==> src/rtl/asrx_pkg.sv <==
package asrx_pkg;

    localparam int SMP_W = 32;

    localparam logic [1:0] FMT_RJ  = 2'b00;
    localparam logic [1:0] FMT_LJ  = 2'b01;
    localparam logic [1:0] FMT_I2S = 2'b10;
    localparam logic [1:0] FMT_DSP = 2'b11;

    typedef enum logic [2:0] {
        ST_HUNT  = 3'd0,
        ST_LEAD  = 3'd1,
        ST_SHIFT = 3'd2,
        ST_GAP   = 3'd3,
        ST_RJRUN = 3'd4
    } frm_state_e;

    // Effective word width; 32 requested in right justified falls to 24.
    function automatic logic [5:0] eff_width(input logic [1:0] wl, input logic [1:0] fmt);
        logic [5:0] w;
        unique case (wl)
            2'b00:   w = 6'd16;
            2'b01:   w = 6'd20;
            2'b10:   w = 6'd24;
            default: w = (fmt == FMT_RJ) ? 6'd24 : 6'd32;
        endcase
        return w;
    endfunction

    // Replicate bit w-1 of raw into every higher position.
    function automatic logic [SMP_W-1:0] sext(input logic [SMP_W-1:0] raw, input logic [5:0] w);
        logic [SMP_W-1:0] res;
        logic             top;
        top = raw[5'(w - 6'd1)];
        for (int i = 0; i < SMP_W; i++) begin
            res[i] = (i < int'(w)) ? raw[i] : top;
        end
        return res;
    endfunction

endpackage

==> src/rtl/asrx_bitclk.sv <==
module asrx_bitclk (
    input  logic clk,
    input  logic rst_n,
    input  logic bit_clk,
    input  logic frame_clk,
    input  logic ser_data,
    input  logic bclk_inv,
    output logic samp_en,
    output logic lr_s,
    output logic d_s
);

    logic sck_q1, sck_q2, lr_q1, d_q1;

    always_ff @(posedge clk) begin
        if (!rst_n) begin
            sck_q1 <= 1'b0;
            sck_q2 <= 1'b0;
            lr_q1  <= 1'b0;
            d_q1   <= 1'b0;
        end else begin
            sck_q1 <= bit_clk;
            sck_q2 <= sck_q1;
            lr_q1  <= frame_clk;
            d_q1   <= ser_data;
        end
    end

    always_comb begin
        if (bclk_inv) samp_en = sck_q2 & ~sck_q1;
        else          samp_en = sck_q1 & ~sck_q2;
    end

    assign lr_s = lr_q1;
    assign d_s  = d_q1;

    // one sample per bit clock edge, never on adjacent cycles
    assert_single_sample_R9: assert property (@(posedge clk) disable iff (!rst_n)
        samp_en |=> !samp_en);

endmodule

==> src/rtl/asrx_framer.sv <==
module asrx_framer
    import asrx_pkg::*;
(
    input  logic             clk,
    input  logic             rst_n,
    input  logic             en,
    input  logic             lr,
    input  logic             d,
    input  logic [1:0]       fmt,
    input  logic             pol,
    input  logic [1:0]       wlen,
    output logic [SMP_W-1:0] cap_left,
    output logic [SMP_W-1:0] cap_right,
    output logic             done
);

    frm_state_e       state, state_d;
    logic [5:0]       cnt, cnt_d;
    logic             chan, chan_d;
    logic [SMP_W-1:0] sr;
    logic             lr_prev, have_prev;

    logic [5:0]       w;
    logic             is_dsp, lead, bnd, right_now;
    logic             cap_l, cap_r;
    logic [SMP_W-1:0] word_c;

    assign w         = eff_width(wlen, fmt);
    assign is_dsp    = (fmt == FMT_DSP);
    assign lead      = (fmt == FMT_I2S) || (is_dsp && !pol);
    assign right_now = lr ^ pol ^ (fmt != FMT_I2S);
    assign bnd       = have_prev && (is_dsp ? (lr && !lr_prev) : (lr != lr_prev));

    always_comb begin
        state_d = state;
        cnt_d   = cnt;
        chan_d  = chan;
        cap_l   = 1'b0;
        cap_r   = 1'b0;
        word_c  = sext({sr[SMP_W-2:0], d}, w);
        if (en) begin
            if (fmt == FMT_RJ) begin
                word_c = sext(sr, w);
                unique case (state)
                    ST_HUNT: begin
                        if (bnd) state_d = ST_RJRUN;
                    end
                    ST_RJRUN: begin
                        if (bnd) begin
                            if (right_now) cap_l = 1'b1;
                            else           cap_r = 1'b1;
                        end
                    end
                    default: state_d = ST_HUNT;
                endcase
            end else if (bnd) begin
                chan_d = is_dsp ? 1'b0 : right_now;
                if (lead) begin
                    state_d = ST_LEAD;
                    cnt_d   = 6'd0;
                end else begin
                    state_d = ST_SHIFT;
                    cnt_d   = 6'd1;
                end
            end else begin
                unique case (state)
                    ST_LEAD: begin
                        state_d = ST_SHIFT;
                        cnt_d   = 6'd1;
                    end
                    ST_SHIFT: begin
                        if (cnt == w - 6'd1) begin
                            if (chan) cap_r = 1'b1;
                            else      cap_l = 1'b1;
                            if (is_dsp && !chan) begin
                                chan_d = 1'b1;
                                cnt_d  = 6'd0;
                            end else begin
                                state_d = ST_GAP;
                            end
                        end else begin
                            cnt_d = cnt + 6'd1;
                        end
                    end
                    ST_HUNT, ST_GAP: begin
                        state_d = state;
                    end
                    default: state_d = ST_HUNT;
                endcase
            end
        end
    end

    // state register
    always_ff @(posedge clk) begin
        if (!rst_n) begin
            state <= ST_HUNT;
            cnt   <= 6'd0;
            chan  <= 1'b0;
        end else begin
            state <= state_d;
            cnt   <= cnt_d;
            chan  <= chan_d;
        end
    end

    // data path and outputs
    always_ff @(posedge clk) begin
        if (!rst_n) begin
            sr        <= '0;
            lr_prev   <= 1'b0;
            have_prev <= 1'b0;
            cap_left  <= '0;
            cap_right <= '0;
            done      <= 1'b0;
        end else begin
            done <= cap_r;
            if (en) begin
                sr        <= {sr[SMP_W-2:0], d};
                lr_prev   <= lr;
                have_prev <= 1'b1;
            end
            if (cap_l) cap_left  <= word_c;
            if (cap_r) cap_right <= word_c;
        end
    end

    // bit counter never passes the selected word length
    assert_cnt_bound_R10: assert property (@(posedge clk) disable iff (!rst_n)
        (state == ST_SHIFT) |-> (cnt < w));

    // a completed frame is reported only after a bit was taken
    assert_done_after_bit_R11: assert property (@(posedge clk) disable iff (!rst_n)
        done |-> $past(en));

endmodule

==> src/rtl/audio_serial_rx.sv <==
module audio_serial_rx
    import asrx_pkg::*;
(
    input  logic        clk,
    input  logic        rst_n,
    input  logic        bit_clk,
    input  logic        frame_clk,
    input  logic        ser_data,
    input  logic [1:0]  cfg_fmt,
    input  logic        cfg_pol,
    input  logic        cfg_bclk_inv,
    input  logic [1:0]  cfg_wlen,
    output logic [31:0] left_smp,
    output logic [31:0] right_smp,
    output logic        smp_valid
);

    logic             samp_en, lr_s, d_s, done;
    logic [SMP_W-1:0] cap_left, cap_right;

    asrx_bitclk u_bitclk (
        .clk       (clk),
        .rst_n     (rst_n),
        .bit_clk   (bit_clk),
        .frame_clk (frame_clk),
        .ser_data  (ser_data),
        .bclk_inv  (cfg_bclk_inv),
        .samp_en   (samp_en),
        .lr_s      (lr_s),
        .d_s       (d_s)
    );

    asrx_framer u_framer (
        .clk       (clk),
        .rst_n     (rst_n),
        .en        (samp_en),
        .lr        (lr_s),
        .d         (d_s),
        .fmt       (cfg_fmt),
        .pol       (cfg_pol),
        .wlen      (cfg_wlen),
        .cap_left  (cap_left),
        .cap_right (cap_right),
        .done      (done)
    );

    always_ff @(posedge clk) begin
        if (!rst_n) begin
            left_smp  <= '0;
            right_smp <= '0;
            smp_valid <= 1'b0;
        end else begin
            smp_valid <= done;
            if (done) begin
                left_smp  <= cap_left;
                right_smp <= cap_right;
            end
        end
    end

    logic [5:0] w_chk;
    assign w_chk = eff_width(cfg_wlen, cfg_fmt);

    // strobe lasts one cycle
    assert_pulse_R11: assert property (@(posedge clk) disable iff (!rst_n)
        smp_valid |=> !smp_valid);

    // outputs hold between strobes
    assert_hold_R11: assert property (@(posedge clk) disable iff (!rst_n)
        !smp_valid |-> ($stable(left_smp) && $stable(right_smp)));

    // outputs sign-extended from the effective top bit
    assert_sext_R10: assert property (@(posedge clk) disable iff (!rst_n)
        smp_valid |-> ((($countones(left_smp >> (w_chk - 6'd1)) == 0) ||
                        ($countones(left_smp >> (w_chk - 6'd1)) == 33 - int'(w_chk))) &&
                       (($countones(right_smp >> (w_chk - 6'd1)) == 0) ||
                        ($countones(right_smp >> (w_chk - 6'd1)) == 33 - int'(w_chk)))));

    // strobe follows a bit sample by two register stages
    assert_strobe_origin_R9: assert property (@(posedge clk) disable iff (!rst_n)
        smp_valid |-> $past(samp_en, 2));

endmodule

==> config.mk <==
export PLATFORM = sky130hd
export DESIGN_NAME = audio_serial_rx
export DESIGN_NICKNAME = d
export VERILOG_FILES = /design/src/rtl/asrx_pkg.sv /design/src/rtl/asrx_bitclk.sv /design/src/rtl/asrx_framer.sv /design/src/rtl/audio_serial_rx.sv
export SDC_FILE = /design/constraint.sdc
export NUM_CORES = 1
export LEC_CHECK = 0
export BUFFER_PORTS_ARGS = -buffer_cell sky130_fd_sc_hd__buf_4
export CAP_MARGIN = 40
export CORE_AREA = 2 2 164 126
export DETAILED_ROUTE_END_ITERATION = 7
export DIE_AREA = 0 0 166 128
export GPL_ROUTABILITY_DRIVEN = 0
export PLACE_DENSITY_LB_ADDON = 0.15
export SYNTH_ARGS = -nofsm -noshare
export SYNTH_HDL_FRONTEND = slang
export SYNTH_SLANG_ARGS = --single-unit
export TNS_END_PERCENT = 50
==> constraint.sdc <==
create_clock -name clk -period 3.5 [get_ports clk]
set_input_delay 0.175 -clock clk [delete_from_list [all_inputs] [get_ports clk]]
set_output_delay 0.175 -clock clk [all_outputs]
set_load 0.05 [all_outputs]
* Word-level counts from Yosys, hierarchy flattened
Index checks and enable logic that the tools add are counted.
** Storage, ports and cells
- Output and inout port bits :: 65
- Register bits after elaboration :: 178
- Bits of input ports :: 11
- Logic and storage cells :: 204
** Cells by class
- Multiplexer cells :: 110
- Order comparisons :: 33
- Reduce and logical (&&, ||, !) cells :: 19
- Eq/ne operators :: 17
- $add $sub $neg :: 2
- Bitwise operators :: 7
** Operators by type and width (number)
- $lt A5 B6 Y1 const A :: 16
- $mux W1 :: 92
- $mux W32 :: 2
- $lt A4 B6 Y1 const A :: 8
- $lt A3 B6 Y1 const A :: 4
- $mux W6 :: 4
- $pmux W6 S3 :: 1
- $mux W3 :: 5
- $lt A1 B6 Y1 const A :: 2
- $lt A2 B6 Y1 const A :: 2
- $pmux W6 S2 :: 1
- $bmux W1 S5 :: 2
- $pmux W3 S3 :: 1
- $ne A4 B3 Y1 const B :: 2
- $add A6 B1 Y6 const B :: 1
- $eq A2 B2 Y1 const B :: 3
- $eq A3 B2 Y1 const B :: 2
- $eq A6 B6 Y1 :: 1
- $lt A5 B6 Y1 const B :: 1
- $ne A3 B2 Y1 const B :: 2
- $pmux W3 S2 :: 1
- $reduce_and A6 Y1 :: 1
- $reduce_bool A2 Y1 :: 3
- $sub A6 B1 Y6 const B :: 1
- other kinds (19) :: 30

* Depth between registers and ports, before layout
- Depth after elaboration :: 10
- Gate-level depth with buffers :: 11
- Depth with buffers taken out :: 8

* Modules after synthesis
From an unflattened synthesis, not the netlist that was laid out.
** Second synthesis, totals
- Cells, all modules :: 760
- Area total of the unflattened synthesis :: 7552.2 sq um
** By module, submodules not included
- asrx_framer :: area an instance 4934.7 sq um, sequential area each 2182.1 sq um, instances 1, cells each 541
- audio_serial_rx :: area an instance 2489.9 sq um, sequential area each 1301.2 sq um, instances 1, cells each 208
- asrx_bitclk :: area an instance 127.6 sq um, sequential area each 80.1 sq um, instances 1, cells each 11

* Worst setup path before layout
Ideal clock, no wire load.
- Path type :: input to register
- From :: input cfg_fmt[1]
- To :: register u_framer.cap_right[0]
- Cell stages on the path :: 11
- Buffers on the path :: 3
- Library setup time :: 140 ps
- Setup slack :: 976 ps
- Data arrival time :: 2384 ps
- Data required time :: 3360 ps
- Cells stage by stage :: buf_2 -> nor2_2 -> o21ai_0 -> ha_1 -> xor2_1 -> o311ai_2 -> nor4_2 -> or2_1 -> buf_2 -> buf_6 -> a211oi_2
** On the way
- Longest elaborated chain between the ends :: 10
- Elaborated cells between the ends (all ways) :: 27
- Those cells by class :: add/sub (1); order compare (1); eq/ne (3); mux (19); bitwise (1); reduce/logical (2)
** Ends and longest elaborated chain
- start: declaration :: RTL line audio_serial_rx.sv:9 : input logic [1:0] cfg_fmt,
- parallel branches: the longest is 10 deep, another holds $sub A6 B1 Y6
- end signal: assignment :: RTL line asrx_framer.sv:124 : if (cap_r) cap_right <= word_c;
- end: declaration :: RTL line asrx_framer.sv:13 : output logic [SMP_W-1:0] cap_right,
Several ways; the timed one is not identified. The select of a mux whose other input is x is not followed.
A chain may end at the register's enable or synchronous reset.

* Final worst setup path
- From :: register u_framer.lr_prev
- To :: register u_framer.cap_left[20]
** On the way
- Longest elaborated chain between the ends :: 8
- Elaborated cells between the ends (all ways) :: 10
- Those cells by class :: eq/ne (1); mux (6); reduce/logical (3)
** Ends and longest elaborated chain
- start: declaration :: RTL line asrx_framer.sv:21 : logic lr_prev, have_prev;
- start signal: assignment :: RTL line asrx_framer.sv:120 : lr_prev <= lr;
- $logic_not A1 Y1 :: RTL line asrx_framer.sv:32 : assign bnd = have_prev && (is_dsp ? (lr && !lr_prev) : (lr != lr_prev));
- $logic_and A1 B1 Y1 :: RTL line asrx_framer.sv:32
- $mux W1 (*) :: RTL line asrx_framer.sv:32
- $logic_and A1 B1 Y1 (*) :: RTL line asrx_framer.sv:32
- $mux W1 :: RTL line asrx_framer.sv:49 : if (bnd) begin
- $mux W1 :: RTL line asrx_framer.sv:44 : unique case (state)
- $mux W1 (*) :: RTL line asrx_framer.sv:42 : if (fmt == FMT_RJ) begin
- $mux W1 (*) :: RTL line asrx_framer.sv:41 : if (en) begin
- end signal: assignment :: RTL line asrx_framer.sv:123 : if (cap_l) cap_left <= word_c;
- end: declaration :: RTL line asrx_framer.sv:12 : output logic [SMP_W-1:0] cap_left,
Every way passes the cells marked *; elsewhere a longest branch is shown, timed or not.

==> run summary <==
Post-route ant nets -> 0
CP bufs+invs -> 2
Clock network fraction of design power -> 45.5%
DRT Pass-1 Iters -> 5
Pint -> 3.03 mW
Critical-path cell list -> inv_1 -> ha_1 -> a21bo_1 -> nand3_2 -> nor4_4 -> buf_4 -> nor2_1 -> o31ai_1
Hold path start -> cfg_pol
Origin of the worst setup path -> u_framer.lr_prev
Clock Pin Slew Worst Setup and Hold Paths -> 0.07 ns
Die area -> 21200 um^2
Clk root buf -> clkbuf_16
Final WS setup -> 0.830 ns
Final period util -> 76.3%
WP data required -> 3.85 ns
Die Y -> 128 um
CP arrival -> 3.02 ns
Sequential fraction of the synthesis area -> 47.4%
CP Class -> reg -> reg
Number of synthesized flops with an enable pin -> 0
Max_cap viols -> 0
Post-synth ARST share -> 0%
Area of the multi-input gates -> 3640 um^2
Gr usage total -> 17.6%
Setup TNS -> 0 ns
Post-route DRC -> 0
I/O pin cnt -> 76
Initial antenna violation count -> 0
Sequential power share -> 49.9%
Maximum clock frequency -> 375 MHz
Starting Density -> 38.0%
Num CTS Buffers -> 17
Postcts setup bufs -> 0
Worst slack, placed -> 0.801 ns
Latest clock arrival within the worst-skew pair -> 0.44 ns
Netlist cell types -> 62
Net Count, Synth -> 828
Final setup vio count -> 0
Setup crit start kind -> register
Vias/cell -> 5.27
Final wirelength -> 18400 um
Reg area -> 3570 um^2
P_leak -> 3.17 nW
CTS tree -> built
Port buffer count -> 75
Cell Area, Placed -> 8350 um^2
Nets -> 885
Worst R2R Start -> u_framer.lr_prev
Warnings, synthesis -> 0
Mapped cell area -> 7520 um^2
Core Region -> 19800 um^2
Overall power -> 4.07 mW
CP Max Fanout -> 14
First-pass GRT wire length -> 30000 um
Combinational Power Share -> 4.6%
WL/cell -> 16.1 um
RSZ-0062 raised after global routing -> no
Bufs on Longest Clock Path -> 2
#FFs+latches synth -> 178
Min Tclk post-route -> 2.67 ns
Layout cells sized above 1 -> 18.6%
Peak VDD IR -> 0.295 mV
Final Hold Vio Count -> 0
Post-Place Cells -> 1106
Hold WC Path Type -> in -> reg
Primary FF master, synth -> dfxtp_1
Switching Fraction -> 25.6%
Slew HR -> 47.1%
Post-route insts no fill -> 1141
Area growth, synth to finish -> 19.1%
Final instance area -> 8950 um^2
CP Capture Type -> register
Htree depth -> 4
Skew final -> 0.0231 ns
Cell Pwr Density -> 455 nW/um^2
DR vias -> 6016
N_diodes -> 0
Largest net degree at the start of global routing -> 147
Status -> finished, final reports clean
Final Max Slew Viols -> 0
Syn Area/Cell -> 9.24 um^2
Cells after Synth -> 813
Die width -> 166 um
Top Family by Delay on Critical Path -> simple AND/OR/NAND/NOR gates
Vias in the first global route -> 5423
Slowest cell delay on critical path -> 0.71 ns
Hpwl dp -> 12500 um
Actual slew at the worst max-slew pin -> 0.787 ns
Drt first-iter violations -> 507
Clock sinks -> 178
Total congestion overflow -> 0
Fill cells -> 1906
CP max-delay cell -> nor4_4
Row cnt -> 45
Switching power -> 1.04 mW
==> final timing paths <==
check	slack, ns	endpoint	depth (start not counted)
max	0.83	u_framer.cap_left[20]	8
min	0.13	u_framer.state[1]	3
max reg2reg	0.83	u_framer.cap_left[20]	8
min reg2reg	0.46	u_framer.lr_prev	2
==> final cells by class <==
| type | count | share of cell area (%) |
|---|---|---|
| multi-input cells | 562 | 40.7 |
| flip-flops and latches | 178 | 39.8 |
| repair buffers | 100 | 8.97 |
| clock buffers | 18 | 4.79 |
| well taps | 258 | 3.60 |
| clock inverters | 14 | 1.65 |
| inverters | 11 | 0.489 |
==> power groups by stage <==
stage	sequential (mW)	clock, mW	combinational [mW]
after floorplan	2.08	0	0.128
after global placement	2.08	0	0.184
after detailed placement	2.08	0	0.184
after CTS	2.03	1.90	0.187
after global routing	2.03	1.99	0.205
final	2.03	1.85	0.187
==> through the flow <==
step,util [%],hold WS [ns]
2_1_floorplan,-,0.302
3_3_place_gp,42.1,0.388
3_5_place_dp,42.2,0.392
4_1_cts,45.3,0.130
5_1_grt,45.3,0.192
6_report,45.3,0.127
==> registers in the layout, summed over array words and instances (netlist names), 3 cells and up <==
signal / cells
left_smp: 32
u_framer.state: 3
u_framer.cap_left: 32
u_framer.sr: 32
u_framer.cap_right: 32
u_framer.cnt: 6
right_smp: 32
==> cell usage after synthesis, drive strengths merged, types with 2 or more instances <==
master / n / area share [%]
clkbuf: 37 / 1.8
or3: 9 / 0.75
o211ai: 5 / 0.50
dfxtp: 178 / 47
o31a: 4 / 0.47
nor2b: 4 / 0.33
o32ai: 8 / 0.93
or2: 4 / 0.33
or3b: 2 / 0.27
a31o: 2 / 0.23
a21oi: 42 / 2.8
a31oi: 12 / 1.0
a211o: 2 / 0.23
nor3b: 3 / 0.30
and3: 2 / 0.17
nor3: 49 / 3.3
buf: 25 / 2.1
o21ai: 18 / 1.2
ha: 4 / 0.67
nor4b: 2 / 0.40
and2: 9 / 0.75
nand3: 5 / 0.40
nand2: 96 / 4.8
mux2: 6 / 0.90
nand3b: 5 / 0.50
o311ai: 2 / 0.33
a32oi: 2 / 0.23
mux2i: 84 / 11
inv: 11 / 0.55
a211oi: 47 / 5.4
nor2: 90 / 4.5
a21o: 4 / 0.40
a311oi: 3 / 0.43
nand2b: 2 / 0.17
xor2: 3 / 0.35
o31ai: 16 / 1.6
nor4: 2 / 0.33
==> layer usage <==
layer	global-route usage (%)	part of all wire, %	up-vias
met1	27.5	54	2851
met3	4.08	4.8	9
met4	3.73	0.43	0
met5	0	0	-
met2	24.3	41	134
li1	-	-	3022
==> cells by family after synthesis <==
kind of cell / after synthesis / synth area share [%]
AND/OR/NAND/NOR: 289 / 17.9
flip-flops: 178 / 47.4
AO/OA/AOI/OAI: 175 / 16.9
multiplexers: 90 / 12.1
buffers and inverters: 73 / 4.53
XOR/XNOR: 4 / 0.466
adder cells (fa/ha/maj): 4 / 0.666
==> cells in the final DEF (no fill, tap or decap), drive strengths merged, types with 6 or more instances in the layout <==
cell type,instances
o32ai,8
a21oi,42
a211oi,47
mux2,6
inv,17
dfxtp,178
clkbuf,18
and2,9
nor3,49
mux2i,84
nor2,90
buf,97
nand2,96
o31ai,16
a31oi,12
o21ai,18
or3,9
==> worst min-delay path, stage by stage <==
cell      delay [ns]
buf_4           0.10
o311ai_0        0.12
mux2i_1         0.13
==> repair_timing <==
item                      4_1_cts  5_1_grt
resized for setup               0        0
hold buffers                    3        0
hold endpoints to repair        3        0
(Power assumes the default switching activity.)
